## config.mk

```make
export PLATFORM = sky130hd
export DESIGN_NAME = irq_dispatch
export DESIGN_NICKNAME = d
export VERILOG_FILES = /design/src/rtl/irqd_pkg.sv /design/src/rtl/irqd_accept.sv /design/src/rtl/irqd_vector.sv /design/src/rtl/irqd_savefile.sv /design/src/rtl/irq_dispatch.sv
export SDC_FILE = /design/constraint.sdc
export NUM_CORES = 1
export LEC_CHECK = 0
export BUFFER_PORTS_ARGS = -buffer_cell sky130_fd_sc_hd__clkbuf_2
export CAP_MARGIN = 30
export CORE_AREA = 2 2 188 190
export DETAILED_ROUTE_END_ITERATION = 8
export DIE_AREA = 0 0 190 192
export PLACE_DENSITY = 0.67
export RECOVER_POWER = 50
export SLEW_MARGIN = 20
export SYNTH_ARGS = -nofsm -noshare
export SYNTH_HDL_FRONTEND = slang
export SYNTH_HIERARCHICAL = 1
export SYNTH_SLANG_ARGS = --single-unit
```

## constraint.sdc

```tcl
create_clock -name clk -period 4.1 [get_ports clk]
set_input_delay 0.82 -clock clk [delete_from_list [all_inputs] [get_ports clk]]
set_output_delay 0.82 -clock clk [all_outputs]
set_load 0.005 [all_outputs]
```

## src/rtl/irqd_pkg.sv

```systemverilog
package irqd_pkg;
   localparam int PS_LVL_W    = 4;
   localparam int PS_EXCM_BIT = 4;
   localparam int PS_UM_BIT   = 5;
   localparam logic [7:0] CAUSE_LVL1_IRQ = 8'd4;

   typedef enum logic [1:0] {
      VK_LEVEL  = 2'd0,
      VK_KERNEL = 2'd1,
      VK_USER   = 2'd2,
      VK_DOUBLE = 2'd3
   } vec_kind_e;
endpackage

```

## src/rtl/irqd_accept.sv

```systemverilog
module irqd_accept #(
   parameter int NLEVEL = 4,
   parameter int NLINE  = 8,
   parameter int LVLW   = 3
) (
   input  logic [LVLW-1:0]         pend_lvl,
   input  logic [3:0]              cur_lvl,
   input  logic [NLEVEL*NLINE-1:0] lvl_mask,
   input  logic [NLINE-1:0]        int_set,
   input  logic [NLINE-1:0]        int_en,
   output logic                    accept
);
   logic [NLEVEL:0] lvl_hit;
   logic            sel_hit;

   assign lvl_hit[0] = 1'b0;

   for (genvar l = 1; l <= NLEVEL; l++) begin : g_lvl
      assign lvl_hit[l] = |(lvl_mask[(l-1)*NLINE +: NLINE] & int_set & int_en);
   end

   always_comb begin
      sel_hit = 1'b0;
      for (int l = 1; l <= NLEVEL; l++) begin
         if (pend_lvl == LVLW'(l)) sel_hit = lvl_hit[l];
      end
   end

   assign accept = sel_hit && (4'(pend_lvl) > cur_lvl);
endmodule

```

## src/rtl/irqd_vector.sv

```systemverilog
module irqd_vector
   import irqd_pkg::*;
#(
   parameter int              XLEN        = 32,
   parameter int              NLEVEL      = 4,
   parameter int              LVLW        = 3,
   parameter bit              RELOC       = 1'b1,
   parameter logic [XLEN-1:0] RST_VECBASE = '0,
   parameter logic [XLEN-1:0] VEC_STRIDE  = 'h40
) (
   input  vec_kind_e       kind,
   input  logic [LVLW-1:0] lvl,
   input  logic [XLEN-1:0] vecbase,
   output logic [XLEN-1:0] vec
);
   localparam int IW = $clog2(NLEVEL + 4);

   logic [IW-1:0]   slot;
   logic [XLEN-1:0] offset;
   logic [XLEN-1:0] static_vec;

   always_comb begin
      unique case (kind)
         VK_KERNEL: slot = IW'(NLEVEL + 1);
         VK_USER:   slot = IW'(NLEVEL + 2);
         VK_DOUBLE: slot = IW'(NLEVEL + 3);
         default:   slot = IW'(lvl);
      endcase
   end

   assign offset     = XLEN'(slot) * VEC_STRIDE;
   assign static_vec = RST_VECBASE + offset;

   if (RELOC) begin : g_reloc
      assign vec = static_vec - RST_VECBASE + vecbase;
   end else begin : g_fixed
      logic unused_base;
      assign unused_base = ^vecbase;
      assign vec = static_vec;
   end
endmodule

```

## src/rtl/irqd_savefile.sv

```systemverilog
module irqd_savefile #(
   parameter int XLEN     = 32,
   parameter int NLEVEL   = 4,
   parameter int LVLW     = 3,
   parameter bit HAS_DEPC = 1'b1
) (
   input  logic                       clk,
   input  logic                       rst,
   input  logic                       we_epc,
   input  logic                       we_eps,
   input  logic                       we_depc,
   input  logic                       we_cause,
   input  logic [LVLW-1:0]            wr_lvl,
   input  logic [XLEN-1:0]            pc_d,
   input  logic [XLEN-1:0]            ps_d,
   input  logic [7:0]                 cause_d,
   output logic [NLEVEL*XLEN-1:0]     epc_o,
   output logic [(NLEVEL-1)*XLEN-1:0] eps_o,
   output logic [XLEN-1:0]            depc_o,
   output logic [7:0]                 cause_o
);
   for (genvar l = 1; l <= NLEVEL; l++) begin : g_epc
      logic [XLEN-1:0] epc_q;
      always_ff @(posedge clk) begin
         if (rst)                                 epc_q <= '0;
         else if (we_epc && wr_lvl == LVLW'(l))   epc_q <= pc_d;
      end
      assign epc_o[(l-1)*XLEN +: XLEN] = epc_q;
   end

   for (genvar l = 2; l <= NLEVEL; l++) begin : g_eps
      logic [XLEN-1:0] eps_q;
      always_ff @(posedge clk) begin
         if (rst)                                 eps_q <= '0;
         else if (we_eps && wr_lvl == LVLW'(l))   eps_q <= ps_d;
      end
      assign eps_o[(l-2)*XLEN +: XLEN] = eps_q;
   end

   if (HAS_DEPC) begin : g_depc
      logic [XLEN-1:0] depc_q;
      always_ff @(posedge clk) begin
         if (rst)          depc_q <= '0;
         else if (we_depc) depc_q <= pc_d;
      end
      assign depc_o = depc_q;
   end else begin : g_no_depc
      assign depc_o = '0;
   end

   logic [7:0] cause_q;
   always_ff @(posedge clk) begin
      if (rst)           cause_q <= '0;
      else if (we_cause) cause_q <= cause_d;
   end
   assign cause_o = cause_q;


   one_pc_target_chk: assert property (@(posedge clk) disable iff (rst)
      !(we_depc && we_epc));


   epc_hold_chk: assert property (@(posedge clk) disable iff (rst)
      !we_epc && !we_depc && !we_eps && !we_cause |=>
      $stable(epc_o) && $stable(eps_o) && $stable(depc_o) && $stable(cause_o));
endmodule

```

## src/rtl/irq_dispatch.sv

```systemverilog
module irq_dispatch
   import irqd_pkg::*;
#(
   parameter int              XLEN        = 32,
   parameter int              NLEVEL      = 4,
   parameter int              NLINE       = 8,
   parameter bit              HAS_DEPC    = 1'b1,
   parameter bit              RELOC       = 1'b1,
   parameter logic [XLEN-1:0] RST_VECBASE = 'h4000_0000,
   parameter logic [XLEN-1:0] VEC_STRIDE  = 'h40,
   localparam int             LVLW        = $clog2(NLEVEL + 1)
) (
   input  logic                       clk,
   input  logic                       rst,
   input  logic [LVLW-1:0]            pend_lvl_i,
   input  logic [NLEVEL*NLINE-1:0]    lvl_mask_i,
   input  logic [NLINE-1:0]           int_set_i,
   input  logic [NLINE-1:0]           int_en_i,
   input  logic [XLEN-1:0]            ps_i,
   input  logic [XLEN-1:0]            pc_i,
   input  logic [XLEN-1:0]            vecbase_i,
   output logic                       take_o,
   output logic [XLEN-1:0]            pc_next_o,
   output logic [XLEN-1:0]            ps_next_o,
   output logic [NLEVEL*XLEN-1:0]     epc_o,
   output logic [(NLEVEL-1)*XLEN-1:0] eps_o,
   output logic [XLEN-1:0]            depc_o,
   output logic [7:0]                 cause_o
);
   if (NLEVEL < 2 || NLEVEL > 15) begin : g_bad_nlevel
      $error("irq_dispatch: NLEVEL must lie in 2..15");
   end
   if (XLEN < 8) begin : g_bad_xlen
      $error("irq_dispatch: XLEN must be at least 8");
   end
   if (NLINE < 1) begin : g_bad_nline
      $error("irq_dispatch: NLINE must be at least 1");
   end

   logic [3:0]      cur_lvl;
   logic [3:0]      pend4;
   logic            excm, um, is_l1, accept;
   vec_kind_e       kind;
   logic [XLEN-1:0] vec;
   logic [XLEN-1:0] ps_new;
   logic            we_epc, we_eps, we_depc, we_cause;

   assign cur_lvl = ps_i[PS_LVL_W-1:0];
   assign pend4   = 4'(pend_lvl_i);
   assign excm    = ps_i[PS_EXCM_BIT];
   assign um      = ps_i[PS_UM_BIT];
   assign is_l1   = (pend_lvl_i == LVLW'(1));

   irqd_accept #(.NLEVEL(NLEVEL), .NLINE(NLINE), .LVLW(LVLW)) u_accept (
      .pend_lvl (pend_lvl_i),
      .cur_lvl  (cur_lvl),
      .lvl_mask (lvl_mask_i),
      .int_set  (int_set_i),
      .int_en   (int_en_i),
      .accept   (accept)
   );

   always_comb begin
      if (!is_l1)    kind = VK_LEVEL;
      else if (excm) kind = VK_DOUBLE;
      else if (um)   kind = VK_USER;
      else           kind = VK_KERNEL;
   end

   irqd_vector #(
      .XLEN(XLEN), .NLEVEL(NLEVEL), .LVLW(LVLW), .RELOC(RELOC),
      .RST_VECBASE(RST_VECBASE), .VEC_STRIDE(VEC_STRIDE)
   ) u_vector (
      .kind    (kind),
      .lvl     (pend_lvl_i),
      .vecbase (vecbase_i),
      .vec     (vec)
   );

   always_comb begin
      ps_new = ps_i;
      ps_new[PS_EXCM_BIT] = 1'b1;
      if (!is_l1) ps_new[PS_LVL_W-1:0] = pend4;
   end

   assign we_depc  = accept && is_l1 && excm && HAS_DEPC;
   assign we_epc   = accept && !we_depc;
   assign we_eps   = accept && !is_l1;
   assign we_cause = accept && is_l1;

   irqd_savefile #(
      .XLEN(XLEN), .NLEVEL(NLEVEL), .LVLW(LVLW), .HAS_DEPC(HAS_DEPC)
   ) u_save (
      .clk      (clk),
      .rst      (rst),
      .we_epc   (we_epc),
      .we_eps   (we_eps),
      .we_depc  (we_depc),
      .we_cause (we_cause),
      .wr_lvl   (pend_lvl_i),
      .pc_d     (pc_i),
      .ps_d     (ps_i),
      .cause_d  (CAUSE_LVL1_IRQ),
      .epc_o    (epc_o),
      .eps_o    (eps_o),
      .depc_o   (depc_o),
      .cause_o  (cause_o)
   );

   logic            take_q;
   logic [XLEN-1:0] pc_q, ps_q;

   always_ff @(posedge clk) begin
      if (rst) begin
         take_q <= 1'b0;
         pc_q   <= '0;
         ps_q   <= '0;
      end else begin
         take_q <= accept;
         pc_q   <= accept ? vec : pc_i;
         ps_q   <= accept ? ps_new : ps_i;
      end
   end

   assign take_o    = take_q;
   assign pc_next_o = pc_q;
   assign ps_next_o = ps_q;

   logic chk_arm_q;
   always_ff @(posedge clk) begin
      if (rst) chk_arm_q <= 1'b0;
      else     chk_arm_q <= 1'b1;
   end


   level_window_chk: assert property (@(posedge clk) disable iff (rst)
      take_o |-> ($past(pend4) > $past(cur_lvl)) && ($past(pend4) <= 4'(NLEVEL)));


   line_present_chk: assert property (@(posedge clk) disable iff (rst)
      take_o |-> |($past(int_set_i) & $past(int_en_i)));


   high_level_ps_chk: assert property (@(posedge clk) disable iff (rst)
      take_o && $past(pend4) > 4'd1 |->
      ps_next_o[PS_LVL_W-1:0] == $past(pend4) && ps_next_o[PS_EXCM_BIT]);


   l1_cause_chk: assert property (@(posedge clk) disable iff (rst)
      take_o && $past(pend4) == 4'd1 |-> cause_o == CAUSE_LVL1_IRQ);


   excm_set_chk: assert property (@(posedge clk) disable iff (rst)
      take_o |-> ps_next_o[PS_EXCM_BIT]);


   idle_pass_chk: assert property (@(posedge clk) disable iff (rst)
      chk_arm_q && !take_o |-> pc_next_o == $past(pc_i) && ps_next_o == $past(ps_i));
endmodule

```

==> impl_metrics.csv, run 1 <==
group,metric,value,unit
outcome,violations,"capacitance limit, slew limit",
detailed_routing,drt_wl_total,40000,µm
synthesis,ys.flop_type,"dfxtp_1",
min_path,hold_end,"u_save/g_epc[1].epc_q[19]",
sta,max_freq,322.8,MHz
setup_path,required,4.43,ns
grt,grt_max_degree,114,
min_path,hold_path_class,"flop to flop",
synthesis,synth_area_per_cell,10.82,µm²
detailed_routing,m1WireLength,16490,µm
place,placed_area,16200,µm²
cells_and_area,seq_area,6586,µm²
synthesis,synth_top_area_share,48.61,%
detailed_routing,highest_layer,"met5",
grt,grt_pass1_vias,10570,
clocking,cts_made_buffers,37,
die,coreArea,34290,µm²
synthesis,syn_inst,1252,
flow_run,max-cap-violations,1,
sta,slew_headroom,-31.31,%
setup_path,r2r_slack,3.42,ns
die,dieHeight,192,µm
sta,maxSlewViolCount,111,
outcome,outcome,"complete, but fails checks",
sta,tightest_slew,1.970,ns
sta,hold_viol,0,
synthesis,yosysUniqueCellTypes,52,
synthesis,synth_edf_count,0,
clocking,clk_pin_slew_worst_paths,0.06,ns
setup_path,critPathBufInv,2,
clocking,cts.sinks,329,
clocking,cts_resized,0,
detailed_routing,wl_per_cell,18.30,µm
setup_path,path_delay_family,"simple AND/OR/NAND/NOR gates",
power_and_ir_drop,p_per_area,421.9,nW/µm²
sta,finalSetupTns,0,ns
synthesis,synthTopCellsByCount,"329 x dfxtp_1, 298 x mux2i_1, 289 x nand2b_1",
place,gp_congestion,0.9338,
setup_path,reg2reg_depth,2,
grt,grt_pass1_wl,59570,µm
clocking,cts_setup_buffers,0,
setup_path,r2r-start,"u_save/depc_o[5]",
clocking,clk_path_buf_depth,3,
die,start_util,39.52,%
synthesis,syn_area,13550,µm²
synthesis,yosys_warnings,6,
setup_path,crit_path_top_delay_cell,"nor3_4",
grt,antenna_found_initial,2,
die,num_rows,68,
setup_path,critPathCaptureType,"flop",
setup_path,r2r-end,"u_save/depc_o[5]",
die,ios,478,
clocking,clk_latency,0.51,ns
clocking,ctsHoldBuffers,0,
grt,grtUsageTotal,20.80,%
min_path,whs_path_depth,2,
die,die_area,36480,µm²
synthesis,ys_ff_latch,329,
grt,grt-ovfl-total,0,
sta,setup_viol_count_final,0,
synthesis,synthSimpleGateAreaFrac,20.55,%
synthesis,synth-xor-area-share,1.551,%
cells_and_area,num-fill-cells,3273,
sta,timing.final.crit_period,3.098,ns
synthesis,seq_area_frac_synth,48.61,%
setup_path,critPathMaxFanout,9,
setup_path,cp.arrival,3.42,ns
detailed_routing,wl_met3,3623,µm
detailed_routing,wl_met2,18510,µm
cells_and_area,nNetsFinal,1862,
detailed_routing,viasPerCell,4.856,
detailed_routing,drtIter0Drc,379,
synthesis,synthTopCellsByArea,"dfxtp_1 49%, mux2i_1 22%, nand2b_1 13%",
cells_and_area,area_delta_synth_final,26.93,%
clocking,htree_levels,2,
clocking,cts-root-buf,"clkbuf_16",
setup_path,path_cells,"clkbuf_2 -> nor3b_4 -> a21boi_0 -> inv_1 -> o21ai_0 -> ha_1 -> fa_1 -> a21oi_1 -> nor3_4 -> nand3_1 -> xnor2_1 -> mux2i_1 -> nor2_1",
place,io_buffers,477,
die,die_w,190,µm
cells_and_area,layout-drive-gt1-share,19.94,%
synthesis,synth_top_family_by_area,"multiplexers",
synthesis,yosysMostFrequentCell,"dfxtp_1",
sta,skew,0,ns
place,hpwl,29060,µm
sta,finalCritPeriodShare,75.56,%
cells_and_area,multi_input_area,6410,µm²
detailed_routing,antenna_left,0,
detailed_routing,dr.pass1.iters,4,
power_and_ir_drop,p_leak,7.715,nW
cells_and_area,final_area,17200,µm²
synthesis,synthAdderAreaFrac,0.7018,%
setup_path,start_kind,"input pin",
synthesis,synth_compound_area_share,1.995,%
sta,rsz0062_at_grt,"false",
clocking,cts_tree,"built",
detailed_routing,drcViolationCount,0,
power_and_ir_drop,ir_drop,0.0003269,V
setup_path,slowest_delay,0.52,ns
synthesis,synth_area_leader_cell,"dfxtp_1",
detailed_routing,vias,10620,
synthesis,muxShareOfSynthArea,22.01,%
setup_path,critPathKind,"input pin to flop",
synthesis,synthArstFlopShare,0,%
min_path,min-delay-start,"u_save/g_epc[1].epc_q[19]",
## worst max-delay path by stage
| stage | startpoint | end | slack (ns) | cells after the start |
|---|---|---|---|---|
| 5_1_grt | pend_lvl_i[1] | pc_next_o[22] | 0.74 | 13 |
| 4_1_cts | pend_lvl_i[1] | pc_next_o[18] | 1.05 | 13 |
| 2_1_floorplan | ps_i[1] | u_save/g_epc[1].epc_q[0] | 0.97 | 14 |
| 6_report | pend_lvl_i[1] | pc_next_o[24] | 1.00 | 13 |
| 3_3_place_gp | ps_i[1] | u_save/g_epc[1].epc_q[0] | 0.58 | 14 |
| 3_5_place_dp | ps_i[1] | u_save/g_epc[1].epc_q[9] | 0.50 | 14 |
## cell type report
cell class	instances	share of cell area (%)
Clock buffer	52	6.366
Sequential cell	329	38.30
Timing Repair Buffer	495	13.46
Tap cell	455	3.310
Inverter	8	0.1746
Clock inverter	11	1.106
Multi-Input combinational cell	835	37.27
Antenna cell	1	0.01455
## per-layer routing
metal / vias to the layer above / global-route usage (%)
met5: - / 0
met4: 2 / 8.020
met3: 85 / 6.943
met2: 421 / 35.02
met1: 5017 / 24.51
li1: 5090 / -
## layout by cell type, fill, tap and decap left out, drive strengths merged, types with 8 or more instances in the layout
cell	n
nand2b	289
nand3	18
xnor2	18
mux2i	298
conb	8
inv	10
nor2	77
buf	20
clkbuf	527
nand4	10
and3	8
dfxtp	329
nor2b	29
## stage by stage
stage	power, mW	instances	worst slack (ns)	hold WS [ns]	util, %
after detailed placement	3.856	2122	0.4976	0.4601	47.25
after floorplan	3.620	1258	0.9680	0.4650	-
after CTS	7.359	2185	1.046	0.4749	51.00
final	7.256	2186	1.002	0.4734	50.16
after global placement	3.850	2122	0.5750	0.4573	47.25
after global routing	7.503	2186	0.7384	0.4865	50.16
## power breakdown
part | switching (mW) | leakage [nW] | internal, mW
registers | 0.0187 | 2.67 | 3.25
clock network | 1.31 | 0.630 | 2.17
logic | 0.279 | 4.42 | 0.227
total | 1.60 | 7.72 | 5.65
## state kept, by name, indices dropped and copies added, names as in the netlist
| register | flops |
|---|---|
| u_save/g_eps.eps_q | 96 |
| u_save/depc_o | 32 |
| u_save/g_epc.epc_q | 128 |
| u_save/cause_o | 8 |
| take_o | 1 |
| ps_next_o | 32 |
| pc_next_o | 32 |
## worst register-to-register path, cell delays in order, from the launching register on
cell	delay (ns)
dfxtp_1	0.31
mux2i_1	0.13
nor2_1	0.05
## cell families (layout without fill, tap and decap cells)
logic type      Yosys count  in the layout
mux                     298            298
simple gates            463            463
other cells               2              9
compound gates           35             35
buf+inv                  94            566
xor+xnor                 24             24
fa+ha+maj                 7              7
flops                   329            329
No activity file was read; power rests on OpenSTA's default activity.
==> inputs of run 2 (changes only) <==
Clock period 4.1 ns to 3 ns, I/O delays scaled along.
==> impl_metrics.csv, run 2 (synthesis results as in run 1) <==
group,metric,value,unit
outcome,outcome,"complete, but fails checks",
outcome,violations,"capacitance limit, slew limit",
setup_path,critPathKind,"input pin to flop",
cells_and_area,num-fill-cells,3285,
die,die_area,36480,µm²
die,coreArea,34290,µm²
detailed_routing,vias,10610,
clocking,cts.sinks,329,
detailed_routing,drcViolationCount,0,
power_and_ir_drop,p_clk_share,46.1,%
sta,finalCritPeriodShare,87.69,%
clocking,ctsHoldBuffers,0,
power_and_ir_drop,swShare,22.80,%
sta,tightest_slew,1.652,ns
power_and_ir_drop,p_per_area,552.6,nW/µm²
cells_and_area,fin_util,50.75,%
cells_and_area,layout-drive-gt1-share,21.33,%
power_and_ir_drop,p_comb_share,7.5,%
grt,antenna_found_initial,1,
clocking,htree_levels,2,
clocking,cts_resized,0,
sta,setup_slack,0.3693,ns
sta,maxSlewViolCount,87,
clocking,clk_pin_slew_worst_paths,0.06,ns
power_and_ir_drop,p_switching,2.192,mW
cells_and_area,final_cell_mix,"329 x dfxtp_1, 298 x mux2i_1, 289 x nand2b_1",
cells_and_area,largest_reg_flops,128,
place,gp_congestion,0.9210,
setup_path,critPathMaxFanout,9,
die,num_rows,68,
setup_path,path_cells,"clkbuf_2 -> nor3b_4 -> a21boi_0 -> inv_1 -> o21ai_0 -> ha_1 -> fa_1 -> a21oi_1 -> nor3_4 -> nand4_1 -> xnor2_1 -> mux2i_1 -> nor2_1",
grt,grt_max_degree,88,
clocking,clk_path_buf_depth,3,
sta,timing.final.crit_period,2.631,ns
setup_path,cp.arrival,3.03,ns
setup_path,start_kind,"input pin",
sta,skew,0,ns
setup_path,slowest_delay,0.44,ns
clocking,cts_tree,"built",
detailed_routing,wl_per_cell,18.02,µm
grt,grtUsageTotal,21.09,%
cells_and_area,nNetsFinal,1887,
cells_and_area,final_common_cell,"dfxtp_1",
place,pre_cts_slack,-0.1668,ns
flow_run,max-cap-violations,1,
min_path,hold_path_class,"input pin to flop",
setup_path,required,3.40,ns
grt,grt_pass1_wl,60670,µm
die,ios,478,
setup_path,critPathCaptureType,"flop",
grt,grt-ovfl-total,0,
power_and_ir_drop,seqPwrFrac,46.5,%
clocking,cts_made_buffers,36,
detailed_routing,viasPerCell,4.790,
grt,grt_pass1_vias,10860,
clocking,cts-root-buf,"clkbuf_16",
die,dieHeight,192,µm
clocking,clk_latency,0.51,ns
detailed_routing,drt_wl_total,39890,µm
setup_path,crit_path_top_delay_cell,"nor3_4",
detailed_routing,drtIter0Drc,391,
place,hpwl,29670,µm
sta,setup_viol_count_final,0,
cells_and_area,largest_register,"u_save/g_epc.epc_q",
sta,slew_headroom,-10.13,%
sta,hold_viol,0,
die,start_util,39.52,%
detailed_routing,dr.pass1.iters,4,
sta,max_freq,380.1,MHz
cells_and_area,biggestRegsByFlops,"u_save/g_epc.epc_q (128), u_save/g_eps.eps_q (96)",
power_and_ir_drop,ir_drop,0.0004294,V
cells_and_area,area_delta_synth_final,28.42,%
clocking,cts_setup_buffers,0,
power_and_ir_drop,p_int,7.422,mW
sta,rsz0062_at_grt,"false",
power_and_ir_drop,p_leak,7.859,nW
place,io_buffers,477,
detailed_routing,antenna_left,0,
die,die_w,190,µm
## run 2: final cells by class
type | instances | area (µm²) | area share, %
antenna | 1 | 2.502 | 0.01438
clock buffer | 54 | 1110 | 6.378
clock inverter | 11 | 91.34 | 0.5249
inverter | 8 | 30.03 | 0.1726
multi-input combinational | 835 | 6410 | 36.84
sequential | 329 | 6586 | 37.85
tap | 455 | 569.3 | 3.272
timing repair buffer | 521 | 2601 | 14.95
## run 2: power groups by stage
| stage | logic, mW | registers [mW] | clock network [mW] |
|---|---|---|---|
| 6_report | 0.716 | 4.47 | 4.43 |
| 5_1_grt | 0.783 | 4.47 | 4.70 |
| 4_1_cts | 0.736 | 4.47 | 4.54 |
| 3_5_place_dp | 0.732 | 4.57 | 0 |
| 3_3_place_gp | 0.725 | 4.56 | 0 |
| 2_1_floorplan | 0.375 | 4.57 | 0 |
## run 2: layer usage
layer / vias to the layer above / wire length (µm) / part of all wire, % / GRT usage [%]
li1: 5136 / - / - / -
met1: 5002 / 16360 / 41 / 24.72
met2: 401 / 18890 / 47 / 36.51
met3: 67 / 3706 / 9.3 / 7.309
met4: 0 / 931 / 2.3 / 5.874
met5: - / 0 / 0 / 0
## run 2: worst max-delay path, delay by kind of cell
kind            cells  cell delay (ns)
compound gates      3             0.59
xor+xnor            1             0.15
fa+ha+maj           2             0.42
buf+inv             2             0.22
mux                 1             0.13
simple gates        4             0.92
## run 2: path summary, 6_finish.rpt
check / slack (ns) / to / start / depth (start not counted)
hold reg to reg: 0.47 / u_save/g_epc[1].epc_q[18] / u_save/g_epc[1].epc_q[18] / 2
setup / recovery: 0.37 / pc_next_o[18] / pend_lvl_i[1] / 13
setup reg to reg: 2.31 / u_save/depc_o[12] / u_save/depc_o[12] / 2
hold / removal: 0.32 / pc_next_o[1] / vecbase_i[1] / 3
## run 2: through the flow
step	area [µm²]	total power, mW	hold WS [ns]	TNS [ns]	instances
6_report	17400	9.615	0.3247	0	2214
5_1_grt	17400	9.958	0.3163	0	2213
4_1_cts	17700	9.742	0.3008	0	2213
3_5_place_dp	16500	5.297	0.4629	-1.664	2148
3_3_place_gp	16500	5.289	0.4565	-0.5926	2148
2_1_floorplan	13570	4.948	0.4650	0	1258
